$ cat config.mk
export PLATFORM = sky130hd
export DESIGN_NAME = sar_conv_seq
export DESIGN_NICKNAME = d
export VERILOG_FILES = /design/src/rtl/sar_pkg.sv /design/src/rtl/sar_prescale.sv /design/src/rtl/sar_ctrl.sv /design/src/rtl/sar_trial.sv /design/src/rtl/sar_resbank.sv /design/src/rtl/sar_conv_seq.sv
export SDC_FILE = /design/constraint.sdc
export NUM_CORES = 1
export LEC_CHECK = 0
export CAP_MARGIN = 10
export CORE_MARGIN = 2
export CORE_UTILIZATION = 40
export DETAILED_ROUTE_END_ITERATION = 16
export PLACE_DENSITY = 0.69
export SLEW_MARGIN = 15
export SYNTH_ARGS = -nofsm -noshare
export SYNTH_HDL_FRONTEND = slang
export SYNTH_SLANG_ARGS = --single-unit
$ cat constraint.sdc
create_clock -name clk -period 6.2 [get_ports clk]
set_clock_uncertainty 0.05 [all_clocks]
set_input_delay 1.24 -clock clk [delete_from_list [all_inputs] [get_ports clk]]
set_output_delay 1.24 -clock clk [all_outputs]
set_load 0.02 [all_outputs]
$ cat src/rtl/sar_pkg.sv
package sar_pkg;

  localparam int BYTE_W = 8;

  typedef enum logic [1:0] {
    SCAN_SINGLE = 2'd0,
    SCAN_REPEAT = 2'd1,
    SCAN_SWEEP  = 2'd2,
    SCAN_ALT    = 2'd3
  } scan_mode_e;

  typedef struct packed {
    logic       res10;
    logic       sh;
    logic [1:0] div;
    scan_mode_e mode;
  } run_cfg_t;

endpackage

$ cat src/rtl/sar_prescale.sv
module sar_prescale (
  input  logic       clk,
  input  logic       rst_n,
  input  logic       restart,
  input  logic       active,
  input  logic [1:0] div_sel,
  output logic       tick
);
  localparam int PW = 2;

  logic [PW-1:0] phase_q;
  logic [PW-1:0] limit;

  always_comb begin
    unique case (div_sel)
      2'd0:    limit = '0;
      2'd1:    limit = PW'(1);
      default: limit = PW'(3);
    endcase
  end

  assign tick = active && (phase_q == limit);

  always_ff @(posedge clk or negedge rst_n) begin
    if (!rst_n)       phase_q <= '0;
    else if (restart) phase_q <= '0;
    else if (active)  phase_q <= tick ? '0 : phase_q + PW'(1);
    else              phase_q <= '0;
  end
endmodule

$ cat src/rtl/sar_ctrl.sv
module sar_ctrl
  import sar_pkg::*;
#(
  parameter int NUM_CH       = 13,
  parameter int RES_W        = 10,
  parameter int LEN_PLAIN_LO = 49,
  parameter int LEN_PLAIN_HI = 59,
  parameter int LEN_SH_LO    = 28,
  parameter int LEN_SH_HI    = 33,
  parameter int CH_W         = 4,
  parameter int CNT_W        = 6,
  parameter int BIT_W        = 4
) (
  input  logic             clk,
  input  logic             rst_n,
  input  logic             ref_on,
  input  logic             start_set,
  input  logic             start_clr,
  input  logic             res10_in,
  input  logic             sh_in,
  input  logic [1:0]       div_in,
  input  logic [1:0]       mode_in,
  input  logic [CH_W-1:0]  chan_in,
  input  logic             tick,
  output logic             go,
  output logic             active,
  output logic             run,
  output logic             cfg_res10,
  output logic [1:0]       cfg_div,
  output logic [1:0]       cfg_mode,
  output logic [CH_W-1:0]  cur_chan,
  output logic             in_trial,
  output logic [BIT_W-1:0] bit_idx,
  output logic             acc_clear,
  output logic             commit
);
  run_cfg_t        cfg_q;
  logic [CH_W-1:0] last_q;
  logic [CNT_W-1:0] cnt_q;
  logic [CNT_W-1:0] len, trials, samp;
  logic             chan_ok, cont;

  assign chan_ok = ({1'b0, chan_in} < (CH_W+1)'(NUM_CH));
  assign go      = start_set && ref_on && !run && !active && chan_ok;

  always_comb begin
    unique case ({cfg_q.sh, cfg_q.res10})
      2'b00:   len = CNT_W'(LEN_PLAIN_LO);
      2'b01:   len = CNT_W'(LEN_PLAIN_HI);
      2'b10:   len = CNT_W'(LEN_SH_LO);
      default: len = CNT_W'(LEN_SH_HI);
    endcase
    trials = cfg_q.res10 ? CNT_W'(RES_W) : CNT_W'(BYTE_W);
    samp   = len - trials;
  end

  assign in_trial = active && (cnt_q >= samp);
  assign bit_idx  = BIT_W'(CNT_W'(RES_W - 1) + samp - cnt_q);
  assign commit   = active && tick && (cnt_q == len - CNT_W'(1));

  always_comb begin
    unique case (cfg_q.mode)
      SCAN_REPEAT: cont = run && !start_clr;
      SCAN_SWEEP:  cont = run && !start_clr && (cur_chan != last_q);
      default:     cont = 1'b0;
    endcase
  end

  assign acc_clear = go || (commit && cont);
  assign cfg_res10 = cfg_q.res10;
  assign cfg_div   = cfg_q.div;
  assign cfg_mode  = cfg_q.mode;

  always_ff @(posedge clk or negedge rst_n) begin
    if (!rst_n) begin
      cfg_q    <= '{res10: 1'b0, sh: 1'b0, div: 2'd0, mode: SCAN_SINGLE};
      last_q   <= '0;
      cur_chan <= '0;
      cnt_q    <= '0;
      run      <= 1'b0;
      active   <= 1'b0;
    end else if (go) begin
      cfg_q    <= '{res10: res10_in, sh: sh_in, div: div_in,
                    mode: scan_mode_e'(mode_in)};
      last_q   <= chan_in;
      cur_chan <= (scan_mode_e'(mode_in) == SCAN_SWEEP) ? '0 : chan_in;
      cnt_q    <= '0;
      run      <= 1'b1;
      active   <= 1'b1;
    end else begin
      if (start_clr) run <= 1'b0;
      if (commit) begin
        cnt_q <= '0;
        if (cont) begin
          if (cfg_q.mode == SCAN_SWEEP) cur_chan <= cur_chan + CH_W'(1);
        end else begin
          active <= 1'b0;
          run    <= 1'b0;
        end
      end else if (active && tick) begin
        cnt_q <= cnt_q + CNT_W'(1);
      end
    end
  end
endmodule

$ cat src/rtl/sar_trial.sv
module sar_trial #(
  parameter int RES_W = 10,
  parameter int BIT_W = 4
) (
  input  logic             clk,
  input  logic             rst_n,
  input  logic             clear,
  input  logic             tick,
  input  logic             in_trial,
  input  logic [BIT_W-1:0] bit_idx,
  input  logic             cmp_in,
  output logic [RES_W-1:0] dac_code,
  output logic [RES_W-1:0] res_now
);
  logic [RES_W-1:0] acc_q;
  logic [RES_W-1:0] mask;

  always_comb begin
    mask = '0;
    if (in_trial) mask[bit_idx] = 1'b1;
    dac_code = in_trial ? (acc_q | mask) : '0;
    res_now  = acc_q;
    if (in_trial && tick) res_now[bit_idx] = cmp_in;
  end

  always_ff @(posedge clk or negedge rst_n) begin
    if (!rst_n)                 acc_q <= '0;
    else if (clear)             acc_q <= '0;
    else if (in_trial && tick)  acc_q <= res_now;
  end
endmodule

$ cat src/rtl/sar_resbank.sv
module sar_resbank
  import sar_pkg::*;
#(
  parameter int NUM_CH = 13,
  parameter int RES_W  = 10,
  parameter int CH_W   = 4,
  parameter int AW     = 5
) (
  input  logic              clk,
  input  logic              rst_n,
  input  logic              wr_en,
  input  logic [CH_W-1:0]   wr_chan,
  input  logic              wr_res10,
  input  logic [RES_W-1:0]  wr_val,
  input  logic [AW-1:0]     rd_addr,
  output logic [BYTE_W-1:0] rd_data
);
  localparam int HI_W = RES_W - BYTE_W;

  logic [NUM_CH-1:0][BYTE_W-1:0] lo_all;
  logic [NUM_CH-1:0][HI_W-1:0]   hi_all;

  for (genvar g = 0; g < NUM_CH; g++) begin : g_ch
    logic [BYTE_W-1:0] lo_q;
    logic [HI_W-1:0]   hi_q;
    logic              hit;
    assign hit = wr_en && (wr_chan == CH_W'(g));
    always_ff @(posedge clk or negedge rst_n) begin
      if (!rst_n) begin
        lo_q <= '0;
        hi_q <= '0;
      end else if (hit) begin
        lo_q <= wr_res10 ? wr_val[BYTE_W-1:0] : wr_val[RES_W-1 -: BYTE_W];
        if (wr_res10) hi_q <= wr_val[RES_W-1:BYTE_W];
      end
    end
    assign lo_all[g] = lo_q;
    assign hi_all[g] = hi_q;
  end

  always_comb begin
    rd_data = '0;
    for (int i = 0; i < NUM_CH; i++) begin
      if (rd_addr[AW-1:1] == CH_W'(i))
        rd_data = rd_addr[0] ? {{(BYTE_W-HI_W){1'b0}}, hi_all[i]} : lo_all[i];
    end
  end
endmodule

$ cat src/rtl/sar_conv_seq.sv
module sar_conv_seq
  import sar_pkg::*;
#(
  parameter int NUM_CH       = 13,
  parameter int RES_W        = 10,
  parameter int LEN_PLAIN_LO = 49,
  parameter int LEN_PLAIN_HI = 59,
  parameter int LEN_SH_LO    = 28,
  parameter int LEN_SH_HI    = 33,
  localparam int CH_W        = $clog2(NUM_CH),
  localparam int AW          = CH_W + 1
) (
  input  logic              clk,
  input  logic              rst_n,
  input  logic              ref_on,
  input  logic              start_set,
  input  logic              start_clr,
  input  logic              res10_sel,
  input  logic              sh_en,
  input  logic [1:0]        div_sel,
  input  logic [1:0]        mode_sel,
  input  logic [CH_W-1:0]   chan_sel,
  input  logic              cmp_in,
  output logic [RES_W-1:0]  dac_code,
  output logic [CH_W-1:0]   conv_chan,
  output logic              busy,
  output logic              start_flag,
  output logic              res_valid,
  output logic [CH_W-1:0]   res_chan,
  output logic [RES_W-1:0]  res_data,
  input  logic [AW-1:0]     rd_addr,
  output logic [BYTE_W-1:0] rd_data
);
  localparam int LEN_A   = (LEN_PLAIN_LO > LEN_PLAIN_HI) ? LEN_PLAIN_LO : LEN_PLAIN_HI;
  localparam int LEN_B   = (LEN_SH_LO > LEN_SH_HI) ? LEN_SH_LO : LEN_SH_HI;
  localparam int LEN_MAX = (LEN_A > LEN_B) ? LEN_A : LEN_B;
  localparam int CNT_W   = $clog2(LEN_MAX + 1);
  localparam int BIT_W   = $clog2(RES_W);

  logic             go, active, run, tick, cfg_res10, in_trial, acc_clear, commit;
  logic [1:0]       cfg_div, cfg_mode;
  logic [BIT_W-1:0] bit_idx;
  logic [RES_W-1:0] res_now, res_fmt;

  sar_ctrl #(
    .NUM_CH(NUM_CH), .RES_W(RES_W),
    .LEN_PLAIN_LO(LEN_PLAIN_LO), .LEN_PLAIN_HI(LEN_PLAIN_HI),
    .LEN_SH_LO(LEN_SH_LO), .LEN_SH_HI(LEN_SH_HI),
    .CH_W(CH_W), .CNT_W(CNT_W), .BIT_W(BIT_W)
  ) u_ctrl (
    .clk(clk), .rst_n(rst_n), .ref_on(ref_on),
    .start_set(start_set), .start_clr(start_clr),
    .res10_in(res10_sel), .sh_in(sh_en), .div_in(div_sel),
    .mode_in(mode_sel), .chan_in(chan_sel), .tick(tick),
    .go(go), .active(active), .run(run),
    .cfg_res10(cfg_res10), .cfg_div(cfg_div), .cfg_mode(cfg_mode),
    .cur_chan(conv_chan), .in_trial(in_trial), .bit_idx(bit_idx),
    .acc_clear(acc_clear), .commit(commit)
  );

  sar_prescale u_div (
    .clk(clk), .rst_n(rst_n), .restart(go), .active(active),
    .div_sel(cfg_div), .tick(tick)
  );

  sar_trial #(.RES_W(RES_W), .BIT_W(BIT_W)) u_trial (
    .clk(clk), .rst_n(rst_n), .clear(acc_clear), .tick(tick),
    .in_trial(in_trial), .bit_idx(bit_idx), .cmp_in(cmp_in),
    .dac_code(dac_code), .res_now(res_now)
  );

  sar_resbank #(.NUM_CH(NUM_CH), .RES_W(RES_W), .CH_W(CH_W), .AW(AW)) u_bank (
    .clk(clk), .rst_n(rst_n), .wr_en(commit), .wr_chan(conv_chan),
    .wr_res10(cfg_res10), .wr_val(res_now),
    .rd_addr(rd_addr), .rd_data(rd_data)
  );

  assign res_fmt    = cfg_res10 ? res_now
                                : {{(RES_W-BYTE_W){1'b0}}, res_now[RES_W-1 -: BYTE_W]};
  assign busy       = active;
  assign start_flag = run;

  always_ff @(posedge clk or negedge rst_n) begin
    if (!rst_n) begin
      res_valid <= 1'b0;
      res_chan  <= '0;
      res_data  <= '0;
    end else begin
      res_valid <= commit;
      if (commit) begin
        res_chan <= conv_chan;
        res_data <= res_fmt;
      end
    end
  end
endmodule

==> results.json, run 1 <==
{
  "ys_seq_area_share_pct": 49.2,
  "finalSetupViolCount": 0,
  "slew_headroom_pct": 20.7,
  "r2r_cells": 15,
  "diodes": 0,
  "drtIter0Drc": 634,
  "grt_setup_unrepaired": "no",
  "fp.dieW_um": 155,
  "first_pass_iters": 6,
  "hpwl_um": 15500,
  "num_rows": 55,
  "final_cell_mix": "dfrtp_1, nand2_1, o21ai_0",
  "hp-start": "u_bank.g_ch[7].lo_q[4]",
  "drc_errors": 0,
  "gr-total-overflow": 0,
  "worstHoldPathCells": 2,
  "hold_violations": 0,
  "regToRegStartpoint": "u_ctrl.cfg_res10",
  "port_buffers": 59,
  "timing.setup.tns_ns": 0,
  "r2r_slack_ns": 1.69,
  "critPathKind": "primary input to primary output",
  "fp.dieH_um": 155,
  "via_count": 6914,
  "grt_pass1_wl_um": 37600,
  "synth_largest_area_cell": "dfrtp_1",
  "grt_max_degree": 87,
  "clock_path_buffers": 2,
  "dieArea_mm2": 0.0240,
  "fin_crit_sh_pct": 91.6,
  "h-tree-depth": 4,
  "drt-met1-wl_um": 10200,
  "worstHoldEndpoint": "u_bank.g_ch[7].lo_q[4]",
  "wl_met2_um": 10800,
  "hold_path_class": "flop to flop",
  "fin_hold_ws_ns": 0.425,
  "run_status": "finished, final reports clean",
  "syn_nets": 911,
  "cts_tree": "done",
  "crit_fanout": 20,
  "cp-end-kind": "primary output",
  "cts_num_sinks": 179,
  "nets": 948,
  "synthFlopType": "dfrtp_1",
  "gp_congestion": 0.827,
  "syn_inst": 868,
  "synth_area_leaders": "dfrtp_1, mux2_2, nand2_1",
  "path_cells": "clkdlybuf4s50_1, buf_4, nand2b_1, nor4_1, a222oi_1, nand4_1, clkdlybuf4s50_1",
  "synth_warnings": 0,
  "synth_edf_count": 0,
  "r2r-end": "u_bank.g_ch[1].lo_q[6]",
  "arrival_ns": 4.39,
  "p_leak_nw": 4.72,
  "crit_family": "buffers and inverters",
  "path_common_cell": "clkdlybuf4s50_1",
  "final_common_cell": "dfrtp_1",
  "layout-drive-gt1-share_pct": 15.4,
  "core_area_mm2": 0.0225,
  "antenna_found_initial": 0,
  "clockRootBuffer": "clkbuf_16",
  "cts.clk_slew.worst_paths_ns": 0.06,
  "tightest_slew_ns": 1.19,
  "clk-insertion-delay-late_ns": 0.43,
  "cp.buffers_inverters": 3,
  "grt_pass1_vias": 6674,
  "vias_per_cell": 5.75,
  "syn_to_final_growth_pct": 15.9,
  "final-max-slew-violation-count": 0,
  "ys_ff_latch": 179,
  "synth.distinct_cells": 63,
  "drtAntennaViolNets": 0,
  "numCtsBuffers": 17,
  "drt-total-wl_um": 23100,
  "pin_count": 60,
  "peakVddDrop_mv": 0.279,
  "fmaxAchievable_mhz": 176,
  "post_cts_buffers": 0,
  "dr_wl_met3_um": 1690,
  "fin_crit_ns": 5.68,
  "start_kind": "primary input",
  "ys_async_sr_fraction_pct": 100,
  "syn_area_mm2": 0.00911,
  "top_layer_used": "met4",
  "dpl_worst_slack_ns": 0.618,
  "setup_slack_ns": 0.523,
  "synth_top_area_share_pct": 49.2,
  "start_util_pct": 40.5,
  "wl_per_cell_um": 19.2,
  "maxCapViolations": 0,
  "worstPathRequired_ns": 4.91,
  "max_stage_delay_ns": 0.89,
  "p_per_area_mw_per_mm2": 408,
  "post_cts_resized": 0,
  "critPathSlowestCell": "nor4_1",
  "grtUsageTotal_pct": 20.0,
  "cts_hold_buf": 0,
  "syn_avg_cell_area_um2": 10.5
}
-- through the flow --
stage / power [mW] / utilization, % / instance area, µm² / std cells
2_1_floorplan: 2.61 / - / 9110 / 868
3_3_place_gp: 3.18 / 44.2 / 9940 / 1170
3_5_place_dp: 3.19 / 44.2 / 9940 / 1170
4_1_cts: 4.32 / 46.9 / 10600 / 1202
5_1_grt: 4.58 / 46.9 / 10600 / 1203
6_report: 4.31 / 46.9 / 10600 / 1203
-- cells in the mapped netlist (3+ instances only) --
| master | count |
|---|---|
| dfrtp_1 | 179 |
| nand2_1 | 135 |
| o21ai_0 | 69 |
| mux2_2 | 58 |
| nor2_1 | 52 |
| clkbuf_1 | 35 |
| mux2i_1 | 30 |
| nand4_1 | 23 |
| nand3_1 | 22 |
| ha_1 | 21 |
| inv_1 | 21 |
| a21oi_1 | 19 |
| buf_2 | 16 |
| o31ai_1 | 15 |
| mux4_2 | 14 |
| a22oi_1 | 13 |
| nor3_1 | 12 |
| xor2_1 | 12 |
| o41ai_1 | 11 |
| nand4b_1 | 10 |
| nor2b_1 | 9 |
| a222oi_1 | 6 |
| and3_1 | 6 |
| nand2b_1 | 6 |
| o211ai_1 | 6 |
| buf_1 | 5 |
| xnor2_1 | 5 |
| a31oi_1 | 4 |
| o2bb2ai_1 | 4 |
| o41ai_2 | 4 |
| or4b_4 | 4 |
| a211oi_1 | 3 |
| nor3b_2 | 3 |
-- worst register-to-register path, cell delays in order, from the launching register on --
cell and delay, ns:
dfrtp_1 0.35, buf_4 0.33, ha_1 0.33, inv_1 0.09, ha_1 0.31, inv_1 0.07, ha_1 0.15, inv_1 0.05
fa_1 0.36, xnor3_1 0.27, nor2b_1 0.17, buf_4 0.17, a41o_1 0.24, and4b_1 0.21, a211oi_2 0.96, mux2_2 0.33
-- registers in the layout, indices dropped and copies added (netlist names) --
signal            count
u_bank.g_ch.lo_q    104
u_bank.g_ch.hi_q     26
res_data             10
u_trial.acc_q        10
u_ctrl.cnt_q          6
res_chan              4
u_ctrl.cur_chan       4
u_ctrl.last_q         4
u_ctrl.cfg_div        2
u_ctrl.cfg_mode       2
u_div.phase_q         2
res_valid             1
u_ctrl.active         1
u_ctrl.cfg_q          1
u_ctrl.cfg_res10      1
u_ctrl.run            1
-- logic make-up (layout without fill, tap and decap cells) --
kind of cell,count (synthesis),count (layout),synth area share (%)
AOI/OAI and AO/OA,170,170,12.5
adders and majority gates,22,22,3.10
muxes,102,102,13.9
and+or+nand+nor,295,295,15.6
DFF,179,179,49.2
buffers and inverters,82,132,3.80
xor gates and xnor gates,18,18,1.88
-- power by group --
part	internal, mW	leakage (nW)	switching [mW]
Sequential	1.30	2.04	0.179
Combinational	0.627	2.38	1.08
Clock	0.659	0.298	0.460
-- per-layer routing --
metal  vias up  GRT usage (%)
li1       3217              -
met1      3428           28.2
met2       239           30.8
met3        30           5.46
met4         0           4.72
met5         -              0
-- layout make-up --
cell class              count  area, µm²
clock buffers              21        460
repair buffers             77        727
flip-flops and latches    179       4480
clock inverters            11        148
well taps                 285        357
fillers                  2059      11900
inverters                  23       86.3
multi-input cells         607       4300
-- worst max-delay path by stage --
stage | from | end | cells past startpoint
floorplan | u_ctrl.cfg_res10 | dac_code[6] | 13
global placement | rd_addr[0] | rd_data[4] | 7
detailed placement | rd_addr[0] | rd_data[4] | 7
CTS | rd_addr[0] | rd_data[4] | 7
global route | rd_addr[0] | rd_data[4] | 7
finish | rd_addr[0] | rd_data[4] | 7
Note: power is estimated with default switching activity, not from simulation.
==> run 2, diff against run 1 <==
--- a/config.mk
+++ b/config.mk
@@ -10,6 +10,7 @@
 export CORE_UTILIZATION = 40
 export DETAILED_ROUTE_END_ITERATION = 16
 export PLACE_DENSITY = 0.69
+export SKIP_CTS_REPAIR_TIMING = 1
 export SLEW_MARGIN = 15
 export SYNTH_ARGS = -nofsm -noshare
 export SYNTH_HDL_FRONTEND = slang
==> results of run 2 <==
Final layout, timing and power as in run 1 (identical DEF).
==> run 3, diff against run 2 <==
--- a/config.mk
+++ b/config.mk
@@ -10,7 +10,6 @@
 export CORE_UTILIZATION = 40
 export DETAILED_ROUTE_END_ITERATION = 16
 export PLACE_DENSITY = 0.69
-export SKIP_CTS_REPAIR_TIMING = 1
 export SLEW_MARGIN = 15
 export SYNTH_ARGS = -nofsm -noshare
 export SYNTH_HDL_FRONTEND = slang
==> results of run 3 <==
Final layout, timing and power as in run 1 (identical DEF).
